===== config.mk =====
export PLATFORM = sky130hd
export DESIGN_NAME = i2c_mem_target
export DESIGN_NICKNAME = d
export VERILOG_FILES = /design/src/rtl/i2c_mt_pkg.sv /design/src/rtl/i2c_mt_sync.sv /design/src/rtl/i2c_mt_link.sv /design/src/rtl/i2c_mem_target.sv
export SDC_FILE = /design/constraint.sdc
export NUM_CORES = 1
export LEC_CHECK = 0
export BUFFER_PORTS_ARGS = -buffer_cell sky130_fd_sc_hd__buf_2
export CORE_MARGIN = 1.5
export CORE_UTILIZATION = 56
export DETAILED_ROUTE_END_ITERATION = 12
export GPL_ROUTABILITY_DRIVEN = 0
export GPL_TIMING_DRIVEN = 0
export HOLD_SLACK_MARGIN = 0.06
export PLACE_DENSITY = 0.75
export SYNTH_ARGS = -nofsm -noshare
export SYNTH_HDL_FRONTEND = slang
export SYNTH_SLANG_ARGS = --single-unit

===== constraint.sdc =====
create_clock -name clk -period 2.55 [get_ports clk]
set_input_delay 0.1275 -clock clk [delete_from_list [all_inputs] [get_ports clk]]
set_output_delay 0.1275 -clock clk [all_outputs]
set_load 0.02 [all_outputs]

===== src/rtl/i2c_mt_pkg.sv =====
package i2c_mt_pkg;

    typedef enum logic [2:0] {
        LK_IDLE,
        LK_RX,
        LK_ACK_SETUP,
        LK_ACK_HOLD,
        LK_TX,
        LK_MACK
    } link_state_e;

    typedef enum logic [3:0] {
        FR_IDLE,
        FR_DEV,
        FR_HI,
        FR_MID,
        FR_LO,
        FR_WDATA,
        FR_RSET,
        FR_RDATA,
        FR_IGNORE
    } frame_state_e;

    localparam logic [1:0] KIND_READ  = 2'b00;
    localparam logic [1:0] KIND_WRITE = 2'b10;

endpackage


===== src/rtl/i2c_mt_sync.sv =====
module i2c_mt_sync #(
    parameter int STAGES = 2
) (
    input  logic clk,
    input  logic rst_n,
    input  logic scl_i,
    input  logic sda_i,
    output logic sda_s,
    output logic scl_rise,
    output logic scl_fall,
    output logic start_p,
    output logic stop_p
);

    typedef struct packed {
        logic [STAGES-1:0] scl_pipe;
        logic [STAGES-1:0] sda_pipe;
        logic              scl_prev;
        logic              sda_prev;
    } sync_t;

    sync_t q, d;
    logic  scl_s;

    always_comb begin
        d          = q;
        d.scl_pipe = {q.scl_pipe[STAGES-2:0], scl_i};
        d.sda_pipe = {q.sda_pipe[STAGES-2:0], sda_i};
        d.scl_prev = q.scl_pipe[STAGES-1];
        d.sda_prev = q.sda_pipe[STAGES-1];
    end

    always_ff @(posedge clk or negedge rst_n) begin
        if (!rst_n) q <= '1;
        else        q <= d;
    end

    // Line conditions: SCL edges, and SDA edges while SCL stays high.
    assign scl_s    = q.scl_pipe[STAGES-1];
    assign sda_s    = q.sda_pipe[STAGES-1];
    assign scl_rise = scl_s & ~q.scl_prev;
    assign scl_fall = ~scl_s & q.scl_prev;
    assign start_p  = scl_s & q.scl_prev & q.sda_prev & ~sda_s;
    assign stop_p   = scl_s & q.scl_prev & ~q.sda_prev & sda_s;

endmodule


===== src/rtl/i2c_mt_link.sv =====
module i2c_mt_link
    import i2c_mt_pkg::*;
(
    input  logic       clk,
    input  logic       rst_n,
    input  logic       sda_s,
    input  logic       scl_rise,
    input  logic       scl_fall,
    input  logic       start_p,
    input  logic       stop_p,
    input  logic       ack_i,
    input  logic       tx_mode_i,
    input  logic [7:0] tx_byte_i,
    output logic       rx_done_o,
    output logic [7:0] rx_byte_o,
    output logic       mack_o,
    output logic       mnack_o,
    output logic       sda_oe_o
);

    typedef struct packed {
        link_state_e st;
        logic [3:0]  bitcnt;
        logic [7:0]  shift;
        logic        oe;
        logic        rx_done;
        logic        mack;
        logic        mnack;
    } link_t;

    link_t q, d;

    always_comb begin
        d         = q;
        d.rx_done = 1'b0;
        d.mack    = 1'b0;
        d.mnack   = 1'b0;
        if (start_p) begin
            d.st     = LK_RX;
            d.bitcnt = '0;
            d.oe     = 1'b0;
        end else if (stop_p) begin
            d.st = LK_IDLE;
            d.oe = 1'b0;
        end else begin
            unique case (q.st)
                LK_IDLE: ;
                LK_RX: begin
                    if (scl_rise) begin
                        d.shift  = {q.shift[6:0], sda_s};
                        d.bitcnt = q.bitcnt + 4'd1;
                        if (q.bitcnt == 4'd7) begin
                            d.rx_done = 1'b1;
                            d.st      = LK_ACK_SETUP;
                        end
                    end
                end
                LK_ACK_SETUP: begin
                    if (scl_fall) begin
                        if (ack_i) begin
                            d.oe = 1'b1;
                            d.st = LK_ACK_HOLD;
                        end else begin
                            d.st = LK_IDLE;
                        end
                    end
                end
                LK_ACK_HOLD: begin
                    if (scl_fall) begin
                        d.bitcnt = '0;
                        if (tx_mode_i) begin
                            d.shift = tx_byte_i;
                            d.oe    = ~tx_byte_i[7];
                            d.st    = LK_TX;
                        end else begin
                            d.oe = 1'b0;
                            d.st = LK_RX;
                        end
                    end
                end
                LK_TX: begin
                    if (scl_rise) d.bitcnt = q.bitcnt + 4'd1;
                    if (scl_fall) begin
                        if (q.bitcnt == 4'd8) begin
                            d.oe = 1'b0;
                            d.st = LK_MACK;
                        end else begin
                            d.shift = {q.shift[6:0], 1'b0};
                            d.oe    = ~q.shift[6];
                        end
                    end
                end
                LK_MACK: begin
                    if (scl_rise) begin
                        if (!sda_s) begin
                            d.mack = 1'b1;
                            d.st   = LK_ACK_HOLD;
                        end else begin
                            d.mnack = 1'b1;
                            d.st    = LK_IDLE;
                        end
                    end
                end
                default: d.st = LK_IDLE;
            endcase
        end
    end

    always_ff @(posedge clk or negedge rst_n) begin
        if (!rst_n) q <= '0;
        else        q <= d;
    end

    assign rx_done_o = q.rx_done;
    assign rx_byte_o = q.shift;
    assign mack_o    = q.mack;
    assign mnack_o   = q.mnack;
    assign sda_oe_o  = q.oe;

    // the pad drive only begins right after a synchronised SCL fall
    a_r10_drive_after_fall: assert property (@(posedge clk) disable iff (!rst_n)
        $rose(q.oe) |-> $past(scl_fall));

    // after the controller declines a byte the line stays released
    a_r7_release_on_nack: assert property (@(posedge clk) disable iff (!rst_n)
        q.mnack |=> !q.oe);

endmodule


===== src/rtl/i2c_mem_target.sv =====
module i2c_mem_target
    import i2c_mt_pkg::*;
#(
    parameter logic [6:0] DEV_ADDR    = 7'h2A,
    parameter int         ADDR_W      = 22,
    parameter int         SYNC_STAGES = 2
) (
    input  logic              clk,
    input  logic              rst_n,
    input  logic              scl_i,
    input  logic              sda_i,
    output logic              sda_o,
    output logic              sda_oe,
    output logic [ADDR_W-1:0] mem_addr,
    output logic              mem_wr,
    output logic [7:0]        mem_wdata,
    output logic              mem_rd,
    input  logic [7:0]        mem_rdata
);

    localparam int HI_W = ADDR_W - 16;

    logic       sda_s, scl_rise, scl_fall, start_p, stop_p;
    logic       rx_done, mack, mnack;
    logic [7:0] rx_byte;

    typedef struct packed {
        frame_state_e      st;
        logic [ADDR_W-1:0] ptr;
        logic              is_write;
        logic              rd_ok;
        logic              ack;
        logic              tx_mode;
        logic [7:0]        tx_byte;
        logic              cap;
        logic              wr;
        logic              rd;
        logic [ADDR_W-1:0] maddr;
        logic [7:0]        wdata;
    } frame_t;

    frame_t q, d;
    logic   fetch;

    i2c_mt_sync #(.STAGES(SYNC_STAGES)) u_sync (
        .clk      (clk),
        .rst_n    (rst_n),
        .scl_i    (scl_i),
        .sda_i    (sda_i),
        .sda_s    (sda_s),
        .scl_rise (scl_rise),
        .scl_fall (scl_fall),
        .start_p  (start_p),
        .stop_p   (stop_p)
    );

    i2c_mt_link u_link (
        .clk       (clk),
        .rst_n     (rst_n),
        .sda_s     (sda_s),
        .scl_rise  (scl_rise),
        .scl_fall  (scl_fall),
        .start_p   (start_p),
        .stop_p    (stop_p),
        .ack_i     (q.ack),
        .tx_mode_i (q.tx_mode),
        .tx_byte_i (q.tx_byte),
        .rx_done_o (rx_done),
        .rx_byte_o (rx_byte),
        .mack_o    (mack),
        .mnack_o   (mnack),
        .sda_oe_o  (sda_oe)
    );

    always_comb begin
        d     = q;
        d.wr  = 1'b0;
        d.rd  = 1'b0;
        d.cap = q.rd;
        fetch = 1'b0;
        if (q.cap) d.tx_byte = mem_rdata;
        if (start_p) begin
            d.st      = FR_DEV;
            d.ack     = 1'b0;
            d.tx_mode = 1'b0;
        end else if (stop_p) begin
            d.st      = FR_IDLE;
            d.rd_ok   = 1'b0;
            d.ack     = 1'b0;
            d.tx_mode = 1'b0;
        end else begin
            unique case (q.st)
                FR_DEV: begin
                    if (rx_done) begin
                        if (rx_byte[7:1] == DEV_ADDR) begin
                            d.ack = 1'b1;
                            if (rx_byte[0]) begin
                                d.tx_mode = 1'b1;
                                d.st      = FR_RDATA;
                                fetch     = 1'b1;
                            end else begin
                                d.st = FR_HI;
                            end
                        end else begin
                            d.ack = 1'b0;
                            d.st  = FR_IGNORE;
                        end
                    end
                end
                FR_HI: begin
                    if (rx_done) begin
                        if (rx_byte[7:6] == KIND_WRITE || rx_byte[7:6] == KIND_READ) begin
                            d.ack                 = 1'b1;
                            d.is_write            = (rx_byte[7:6] == KIND_WRITE);
                            d.rd_ok               = 1'b0;
                            d.ptr[ADDR_W-1:16]    = rx_byte[HI_W-1:0];
                            d.st                  = FR_MID;
                        end else begin
                            d.ack = 1'b0;
                            d.st  = FR_IGNORE;
                        end
                    end
                end
                FR_MID: begin
                    if (rx_done) begin
                        d.ptr[15:8] = rx_byte;
                        d.ack       = 1'b1;
                        d.st        = FR_LO;
                    end
                end
                FR_LO: begin
                    if (rx_done) begin
                        d.ptr[7:0] = rx_byte;
                        d.ack      = 1'b1;
                        if (q.is_write) begin
                            d.st = FR_WDATA;
                        end else begin
                            d.rd_ok = 1'b1;
                            d.st    = FR_RSET;
                        end
                    end
                end
                FR_WDATA: begin
                    if (rx_done) begin
                        d.wr    = 1'b1;
                        d.maddr = q.ptr;
                        d.wdata = rx_byte;
                        d.ptr   = q.ptr + 1'b1;
                        d.ack   = 1'b1;
                    end
                end
                FR_RSET: begin
                    if (rx_done) begin
                        d.ack = 1'b0;
                        d.st  = FR_IGNORE;
                    end
                end
                FR_RDATA: begin
                    if (mack)  fetch = 1'b1;
                    if (mnack) d.st  = FR_IGNORE;
                end
                default: ;
            endcase
        end
        if (fetch) begin
            if (q.rd_ok) begin
                d.rd    = 1'b1;
                d.maddr = q.ptr;
                d.ptr   = q.ptr + 1'b1;
            end else begin
                d.tx_byte = 8'hFF;
            end
        end
    end

    always_ff @(posedge clk or negedge rst_n) begin
        if (!rst_n) q <= '0;
        else        q <= d;
    end

    assign sda_o     = 1'b0;
    assign mem_addr  = q.maddr;
    assign mem_wr    = q.wr;
    assign mem_wdata = q.wdata;
    assign mem_rd    = q.rd;

    // a write strobe never lasts more than one cycle
    a_r4_single_write: assert property (@(posedge clk) disable iff (!rst_n)
        q.wr |=> !q.wr);

    // a read strobe needs a read setup that was valid the cycle before
    a_r8_rd_needs_setup: assert property (@(posedge clk) disable iff (!rst_n)
        q.rd |-> $past(q.rd_ok));

    // after every strobe the pointer sits one past the strobed address
    a_r5_pointer_steps: assert property (@(posedge clk) disable iff (!rst_n)
        (q.wr || q.rd) |-> (q.ptr == ADDR_W'(q.maddr + 1'b1)));

    // read strobes only occur while the target is transmitting
    a_r6_rd_in_tx: assert property (@(posedge clk) disable iff (!rst_n)
        q.rd |-> q.tx_mode);

endmodule


==> impl_results.md, run 1 <==
- Run status: finished, final reports clean
- Smallest setup slack after layout: 0.206 ns
- Worst hold slack: 0.315 ns
- Arrival time reported for the critical path endpoint: 2.60 ns
- Bufs on Longest Clock Path: 2
- Sequential group share of total power: 0.496
- Number of diodes: 0
- Count of cell types in the netlist: a little over 80
- Post-layout power: about 3.6 mW
- Average footprint of a synthesized cell: 9.31 sq um
- Horizontal die dimension: 105 um
- Critical path's largest stage delay: 0.74 ns
- Via-per-instance ratio: between 6 and 7
- Initial DRC count: 502
- Unrepaired setup endpoints after global routing: no
- Largest net degree at the start of global routing: roughly 50
- Internal: roughly 2.5 mW
- Post-layout instance area: 6540 sq um
- Worst-case headroom to the max-slew limit: 0.428
- Share of synthesized area occupied by flip-flops and latches: 0.416
- Overflow left after global routing: 0
- Fraction of power consumed by combinational cells: 0.196
- Mean routed wirelength per cell: 17.7 um
- Fraction of the core area covered by cells at the end of the flow: 0.660
- Number of max-capacitance violations reported: 0
- Count leader, synth: sky130_fd_sc_hd__dfrtp_1
- Clock sinks: 96
- Final cell count without fillers: 826
- Placed wire-length estimate: 10,200 um
- Maximum net fanout on the critical path: 8
- Post-synth EDFFs: 0
- Router iterations before antenna repair: 8
- Number of cells in the design after placement: 800
- Number of global-route vias before repair: 4,828
- Leakage component of the power: around 3 nW
- Final critical-path required period: around 2.3 ns
- Clock insertion delay at the later pin of the skew report: 0.37 ns
- Filler Cell Count: 842
- Layout cells sized above 1: 0.240
- First-pass GRT wire length: between 20,000 and 25,000 um
- Type of the worst setup path: flop to flop
- Count of nets left with antenna violations after detail routing: 0
- Total wire length: 14,700 um
- Power density of the placed cells: ~550 nW/um^2
- P_sw: between 1 and 1.5 mW
- Setup-violating endpoint count in the final report: 0
- Initial antenna violation count: 0
- Synthesized instance count: 622
- Floorplan core area: 9910 sq um
- Fin. Hold Viols: 0
- Die Area: 11,000 sq um
- Maximum vdd ir drop: approximately 0.34 mV
- Quantity of I/O buffers inserted on ports: between 40 and 50
- Final Max Tran Viols: 0
- Cell-by-cell listing of the critical path: and4b_1 > nand4_1 > a21oi_2 > o31ai_1 > o21ai_0 > o311ai_1
- Tcrit/Tclk final: 0.919
- Count of nets after finishing: 705
- Boundary pin count: 46
- Cell area after technology mapping: 5790 sq um
- Clk slew on worst S/H paths: 0.09 ns
- Area growth from synthesis to layout: 12.9%
- Switching part of the total power: 0.319
- Synth area leaders: sky130_fd_sc_hd__dfrtp_1 39%, sky130_fd_sc_hd__mux2_2 4.7%, sky130_fd_sc_hd__buf_4 4.4%, sky130_fd_sc_hd__nor2_1 3.6%, sky130_fd_sc_hd__mux2i_1 3.3%
- Detailed-route DRC error count: 0
- Number of vias in the routed layout: between 5k and 6k
- GRT Overall Usage: 0.277
- Hold crit path type: input port to async pin
- Std-Cell Rows: 36
- Cell with the largest stage delay on the worst path: sky130_fd_sc_hd__o31ai_1
- CTS root buf: sky130_fd_sc_hd__clkbuf_8
- Fraction of power consumed by the clock network: 0.308
- CTS HTree Levels: 3
- Die height: 105 um
- Worst setup skew after layout: 0.0109 ns
- Synth top cells by count: 90 x sky130_fd_sc_hd__dfrtp_1, 55 x sky130_fd_sc_hd__nor2_1, 49 x sky130_fd_sc_hd__nand2_1
- Ys flop type: sky130_fd_sc_hd__dfrtp_1
- Register-to-register setup slack: 0.21 ns
- Number of clock buffers inserted by TritonCTS: 9
- Share of Yosys cell area claimed by the top area cell type: 0.389
- Post-synthesis async set-or-reset flop share: 1.00
- Synthesized net count: 638
- Warnings from Yosys: 0
- Setup slack after placement: 0.246 ns
- Initial cell density of the core: 0.584
- TritonCTS clock tree: yes
- Actual slew at the worst max-slew pin: around 0.85 ns
- Largest area contributor in the netlist: sky130_fd_sc_hd__dfrtp_1
- DP Area: ~6200 sq um
- Sort of element at the start of the critical path: flop
- Capturing element type of the critical path: flop
- Achievable Freq: 427 MHz
- FF+latch count, synth: 96
- TNS Setup: 0 ns
- Data required time of the worst path: 2.81 ns
## registers in the layout (all words and copies together) (netlist names)
register	cells
q	39
u_link.q	7
u_link.sda_oe_o	1
u_sync.d	3
mem_wdata	8
mem_wr	1
mem_rd	1
u_link.rx_done_o	1
u_link.mack_o	1
u_sync.q	2
mem_addr	22
u_sync.sda_s	1
u_link.mnack_o	1
u_link.rx_byte_o	8
## cells by family (layout without fill, tap and decap cells)
family / Yosys count / count (layout) / share of synthesized area
xor+xnor: 7 / 7 / 0.0106
flops: 96 / 96 / 0.416
buf+inv: 87 / 158 / 0.0895
mux: 49 / 49 / 0.0912
fa+ha+maj: 4 / 4 / 0.00865
compound gates: 150 / 150 / 0.170
other cells: 1 / 1 / 0.000648
simple gates: 228 / 228 / 0.213
## final timing paths
kind                                endpoint  depth (start not counted)                 from
worst min-delay path             mem_addr[8]                          2                rst_n
max in group asynchronous        u_sync.d[5]                          3                rst_n
worst max register to register         q[56]                          6  u_link.rx_byte_o[4]
worst max-delay path                   q[56]                          6  u_link.rx_byte_o[4]
worst min register to register  u_sync.sda_s                          0          u_sync.d[3]
min in group clk                u_sync.sda_s                          0          u_sync.d[3]
## power by group through the flow
stage / Combinational (mW) / Sequential [mW] / Clock, mW
after floorplan: 0.461 / 1.75 / 0
after global placement: 0.652 / 1.80 / 0
after detailed placement: 0.683 / 1.81 / 0
after CTS: 0.698 / 1.78 / 1.12
after global routing: 0.786 / 1.80 / 1.17
final: 0.706 / 1.78 / 1.11
## metal layers
metal / global-route usage / up-vias / share of wire
met4: 0.0988 / 0 / 0.024
li1: - / 2362 / -
met3: 0.0555 / 33 / 0.081
met5: 0 / - / 0
met1: 0.359 / 2471 / 0.41
met2: 0.461 / 237 / 0.48
## repair_timing
item / CTS / global route
resized for setup: 0 / 1
hold endpoints to repair: 56 / 0
setup buffers: 0 / 0
endpoints found under the setup margin: 0 / 2
hold buffers: 11 / 0
## area by class of cell
class | count | area (sq um) | area share
Multi-Input combinational cell | 439 | 2860 | 0.438
Clock buffer | 10 | 138 | 0.0211
Inverter | 15 | 56.3 | 0.00861
Tap cell | 133 | 166 | 0.0255
Clock inverter | 5 | 81.3 | 0.0124
Timing Repair Buffer | 56 | 360 | 0.0551
Buffer | 72 | 462 | 0.0706
Sequential cell | 96 | 2410 | 0.369
## critical path: cells and delay by family (launching register included)
kind	cells	cell delay [ns]
compound gates	4	1.23
simple gates	2	0.44
flops	1	0.57
## cell usage in the layout, fill, tap and decap left out, types with 7 or more instances in the layout
master / n
sky130_fd_sc_hd__clkbuf_8: 10
sky130_fd_sc_hd__dlygate4sd3_1: 11
sky130_fd_sc_hd__dfrtp_1: 90
sky130_fd_sc_hd__o22ai_1: 7
sky130_fd_sc_hd__nor3_1: 18
sky130_fd_sc_hd__buf_4: 35
sky130_fd_sc_hd__nor2_1: 55
sky130_fd_sc_hd__and3_1: 11
sky130_fd_sc_hd__nor2b_1: 10
sky130_fd_sc_hd__and4_1: 7
sky130_fd_sc_hd__buf_2: 63
sky130_fd_sc_hd__nand4_1: 9
sky130_fd_sc_hd__clkbuf_1: 8
sky130_fd_sc_hd__a211oi_1: 9
sky130_fd_sc_hd__inv_1: 14
sky130_fd_sc_hd__nand3_1: 17
sky130_fd_sc_hd__mux2i_1: 19
sky130_fd_sc_hd__o21ai_0: 35
sky130_fd_sc_hd__nand2_1: 48
sky130_fd_sc_hd__mux2_2: 24
sky130_fd_sc_hd__nand2b_1: 13
sky130_fd_sc_hd__a21oi_1: 31
sky130_fd_sc_hd__a31oi_1: 9
No activity file was read; power rests on OpenSTA's default activity.
==> run 2, diff against run 1 <==
Settings changed: ABC_AREA set to 1, ABC_CLOCK_PERIOD_IN_PS set to 2550.
==> run 2 against run 1 <==
Compared with the run above: first-iteration DRC count rose by 6.8%; critical endpoint is now u_link.q[13]; highest routed layer unchanged; cell count rose by 28%; non-clock buffer count fell by 17; synthesized cell count rose by 36%; global-route usage rose by 1.8 points; register-to-register slack improved by 0.22 ns; critical path type unchanged; critical path depth rose by 2; fmax rose by 11%.
==> impl_results.md, run 2 <==
- Fraction of power consumed by combinational cells: 0.298 (+0.102)
- Final cell count without fillers: 1,054 (+28%)
- Post-synthesis async set-or-reset flop share: 1.00 (unchanged)
- Total area of multi-input combinational cells: 2740 sq um (-4.2%)
- Ys flop type: sky130_fd_sc_hd__dfrtp_1
- Bufs on Longest Clock Path: 2 (unchanged)
- Number of max-capacitance violations reported: 0 (unchanged)
- Run status: finished, final reports clean
- Placed wire-length estimate: 11,400 um (+11%)
- Synthesized instance count: 846 (+36%)
- Synth area leaders: sky130_fd_sc_hd__dfrtp_1 38%, sky130_fd_sc_hd__nand2_1 15%, sky130_fd_sc_hd__nor2_1 6.5%, sky130_fd_sc_hd__inv_1 6.1%, sky130_fd_sc_hd__a21oi_1 6.0%
- Count of nets left with antenna violations after detail routing: 0 (unchanged)
- Cell area after technology mapping: 5920 sq um (+2.2%)
- Clock sinks: 96 (unchanged)
- Count of cell types in the netlist: 38 (-54%)
- Register Area: 2410 sq um (unchanged)
- Die Area: 11,200 sq um (+2.2%)
- Tcrit/Tclk final: 0.832 (-0.0875)
- TritonCTS clock tree: yes
- Hold crit path type: input port to async pin
- Register-to-register setup slack: 0.43 ns (+0.22 ns)
- Share of Yosys cell area claimed by the top area cell type: 0.381 (-0.00847)
- Largest area contributor in the netlist: sky130_fd_sc_hd__dfrtp_1
- Mean routed wirelength per cell: 14.7 um (-17%)
- Top register by number of flip-flops: q
- Die height: 106 um (+1.1%)
- Startpoint of the worst-slack reg-to-reg timing path: u_sync.d[1]
- Fraction of the core area covered by cells at the end of the flow: 0.645 (-0.0151)
- Router iterations before antenna repair: 7 (-1)
- Actual slew at the worst max-slew pin: 0.641 ns (-0.209 ns)
- Floorplan core area: 10,300 sq um (+3.7%)
- Fraction of power consumed by the clock network: 0.239 (-0.069)
- Std-Cell Rows: 37 (+2.8%)
- Clock insertion delay at the later pin of the skew report: 0.38 ns (about the same)
- Sort of element at the start of the critical path: flop
- Power density of the placed cells: 590 nW/um^2 (+7.2%)
- Detailed-route DRC error count: 0 (unchanged)
- Number of flip-flops under the largest register name: 39 (unchanged)
- Number of global-route vias before repair: 5,664 (+17%)
- Sequential group share of total power: 0.463 (-0.033)
- Count of nets after finishing: 929 (+32%)
- Internal: 2.41 mW (-1.7%)
- Horizontal die dimension: 106 um (+1.1%)
- Worst-case headroom to the max-slew limit: 0.573 (+0.144)
- Post-synth EDFFs: 0 (unchanged)
- P_sw: 1.50 mW (+31%)
- Layout cells sized above 1: 0.155 (-0.0849)
- Initial DRC count: 536 (+6.8%)
- Filler Cell Count: 930 (+10%)
- CTS HTree Levels: 3 (unchanged)
- First-pass GRT wire length: 26,100 um (+7.9%)
- Number of setup buffers added after CTS: 0 (unchanged)
- Initial antenna violation count: 0 (unchanged)
- Switching part of the total power: 0.384 (+0.0648)
- Area growth from synthesis to layout: 11.9%
- FF+latch count, synth: 96 (unchanged)
- Synth top cells by count: 231 x sky130_fd_sc_hd__nand2_1, 102 x sky130_fd_sc_hd__nor2_1, 96 x sky130_fd_sc_hd__inv_1
- Achievable Freq: 472 MHz (+11%)
- Leakage component of the power: 3.43 nW (+14%)
- Count leader, synth: sky130_fd_sc_hd__nand2_1
- Number of hold buffers added after CTS: 11 (unchanged)
- Average footprint of a synthesized cell: 7.00 sq um (-25%)
- Most common library cell in the layout ignoring fill and taps: sky130_fd_sc_hd__nand2_1
- Final Max Tran Viols: 0 (unchanged)
- Total wire length: 15,500 um (+5.6%)
- Via-per-instance ratio: 5.52 (-11%)
- CTS root buf: sky130_fd_sc_hd__clkbuf_8
- Quantity of I/O buffers inserted on ports: 44 (unchanged)
- Capturing element type of the critical path: flop
- Number of gates resized after cts: 0 (unchanged)
- Overflow left after global routing: 0 (unchanged)
- Number of vias in the routed layout: 5,817 (+14%)
- Synthesized net count: 862 (+35%)
- Share of synthesized area occupied by flip-flops and latches: 0.407 (-0.00906)
- Number of diodes: 0 (unchanged)
- Type of the worst setup path: flop to flop
- Unrepaired setup endpoints after global routing: no
- Largest net degree at the start of global routing: 66 (+29%)
- GRT Overall Usage: 0.295 (+0.0182)
- Clk slew on worst S/H paths: 0.10 ns (about the same)
- Final critical-path required period: 2.12 ns (-0.223 ns)
- Boundary pin count: 46 (unchanged)
- Number of clock buffers inserted by TritonCTS: 9 (unchanged)
- Number of cells in the design after placement: 1,027 (+28%)
- Initial cell density of the core: 0.576 (-0.00837)
- Top library cells by usage in the layout, fill and taps aside: 231 x sky130_fd_sc_hd__nand2_1, 102 x sky130_fd_sc_hd__nor2_1, 96 x sky130_fd_sc_hd__inv_1
- Maximum vdd ir drop: 0.508 mV (+48%)
- Worst setup skew after layout: 0.0119 ns (+0.000914 ns)
- Source of the critical timing path: u_sync.d[1]
- TNS Setup: 0 ns (unchanged)
- Warnings from Yosys: 0 (unchanged)
- Fin. Hold Viols: 0 (unchanged)
- Data required time of the worst path: 2.80 ns (about the same)
- Setup-violating endpoint count in the final report: 0 (unchanged)
- Arrival time reported for the critical path endpoint: 2.37 ns (-0.23 ns)
- Maximum net fanout on the critical path: 10 (+2)
-- run 2: cell count changes in the layout (fill, tap and decap cells not counted), moves of 8 or more --
cell	delta
sky130_fd_sc_hd__nand2b_1	-13
sky130_fd_sc_hd__o21ai_0	+18
sky130_fd_sc_hd__a21oi_1	+40
sky130_fd_sc_hd__buf_2	-14
sky130_fd_sc_hd__mux2_2	-24
sky130_fd_sc_hd__inv_1	+82
sky130_fd_sc_hd__nand2_1	+183
sky130_fd_sc_hd__a211oi_1	-9
sky130_fd_sc_hd__and3_1	-11
sky130_fd_sc_hd__nor2_1	+47
sky130_fd_sc_hd__nor2b_1	-10
sky130_fd_sc_hd__a31oi_1	-8
sky130_fd_sc_hd__mux2i_1	-19
sky130_fd_sc_hd__nand3_1	+37
-- run 2: area by class of cell --
type	instances	share of cell area
clock inverters	6	0.00737
flip-flops and latches	96	0.364
well taps	136	0.0257
repair buffers	56	0.0544
inverters	102	0.0578
multi-input cells	593	0.414
plain buffers	55	0.0578
clock buffers	10	0.0193
-- run 2: final timing paths --
kind                                      to  depth (start not counted)
worst max-delay path            u_link.q[13]                          8
worst min-delay path            mem_addr[10]                          2
worst max register to register  u_link.q[13]                          8
worst min register to register  u_sync.sda_s                          0
max in group asynchronous        u_sync.d[3]                          3
min in group clk                u_sync.sda_s                          0
-- run 2: logic make-up (layout without fill, tap and decap cells) --
| family | count (synthesis) | in the layout | synth area share |
|---|---|---|---|
| AOI/OAI and AO/OA | 155 | 155 | 0.142 |
| DFF | 96 | 96 | 0.407 |
| buffers and inverters | 157 | 229 | 0.129 |
| other | 1 | 1 | 0.000634 |
| adders and majority gates | 4 | 4 | 0.00846 |
| xor gates and xnor gates | 6 | 6 | 0.00888 |
| and+or+nand+nor | 427 | 427 | 0.304 |
-- run 2: per-stage QoR --
stage               power (mW)  hold slack, ns  instance area [sq um]  setup WS, ns
finish                    3.91           0.220                   6630         0.429
global route              4.20           0.261                   6630         0.194
CTS                       3.92           0.235                   6630         0.442
detailed placement        2.97           0.101                   6340         0.458
global placement          2.93           0.234                   6310         0.441
floorplan                 2.65          -0.168                   5920         0.868
-- run 2: worst max-delay path: stages (launching register included) --
cell and delay [ns]:
sky130_fd_sc_hd__dfstp_2 0.56, sky130_fd_sc_hd__nand2_1 0.05, sky130_fd_sc_hd__inv_1 0.07, sky130_fd_sc_hd__nand3_2 0.16
sky130_fd_sc_hd__nand2_2 0.24, sky130_fd_sc_hd__buf_1 0.53, sky130_fd_sc_hd__nor3_1 0.20, sky130_fd_sc_hd__nand2_1 0.10
sky130_fd_sc_hd__o21ai_0 0.08
-- run 2: power groups by stage --
stage,registers (mW),clock network [mW],logic [mW]
4_1_cts,1.81,0.956,1.16
3_5_place_dp,1.84,0,1.14
2_1_floorplan,1.80,0,0.850
6_report,1.81,0.933,1.16
5_1_grt,1.83,1.02,1.35
3_3_place_gp,1.83,0,1.10
-- run 2: routing by layer --
metal	GRT usage	share of wire	routed length (um)	vias to the layer above
met5	0	0	0	-
met4	0.170	0.042	650	0
met3	0.0482	0.068	1050	55
met2	0.487	0.48	7410	257
met1	0.365	0.41	6370	2691
li1	-	-	-	2814
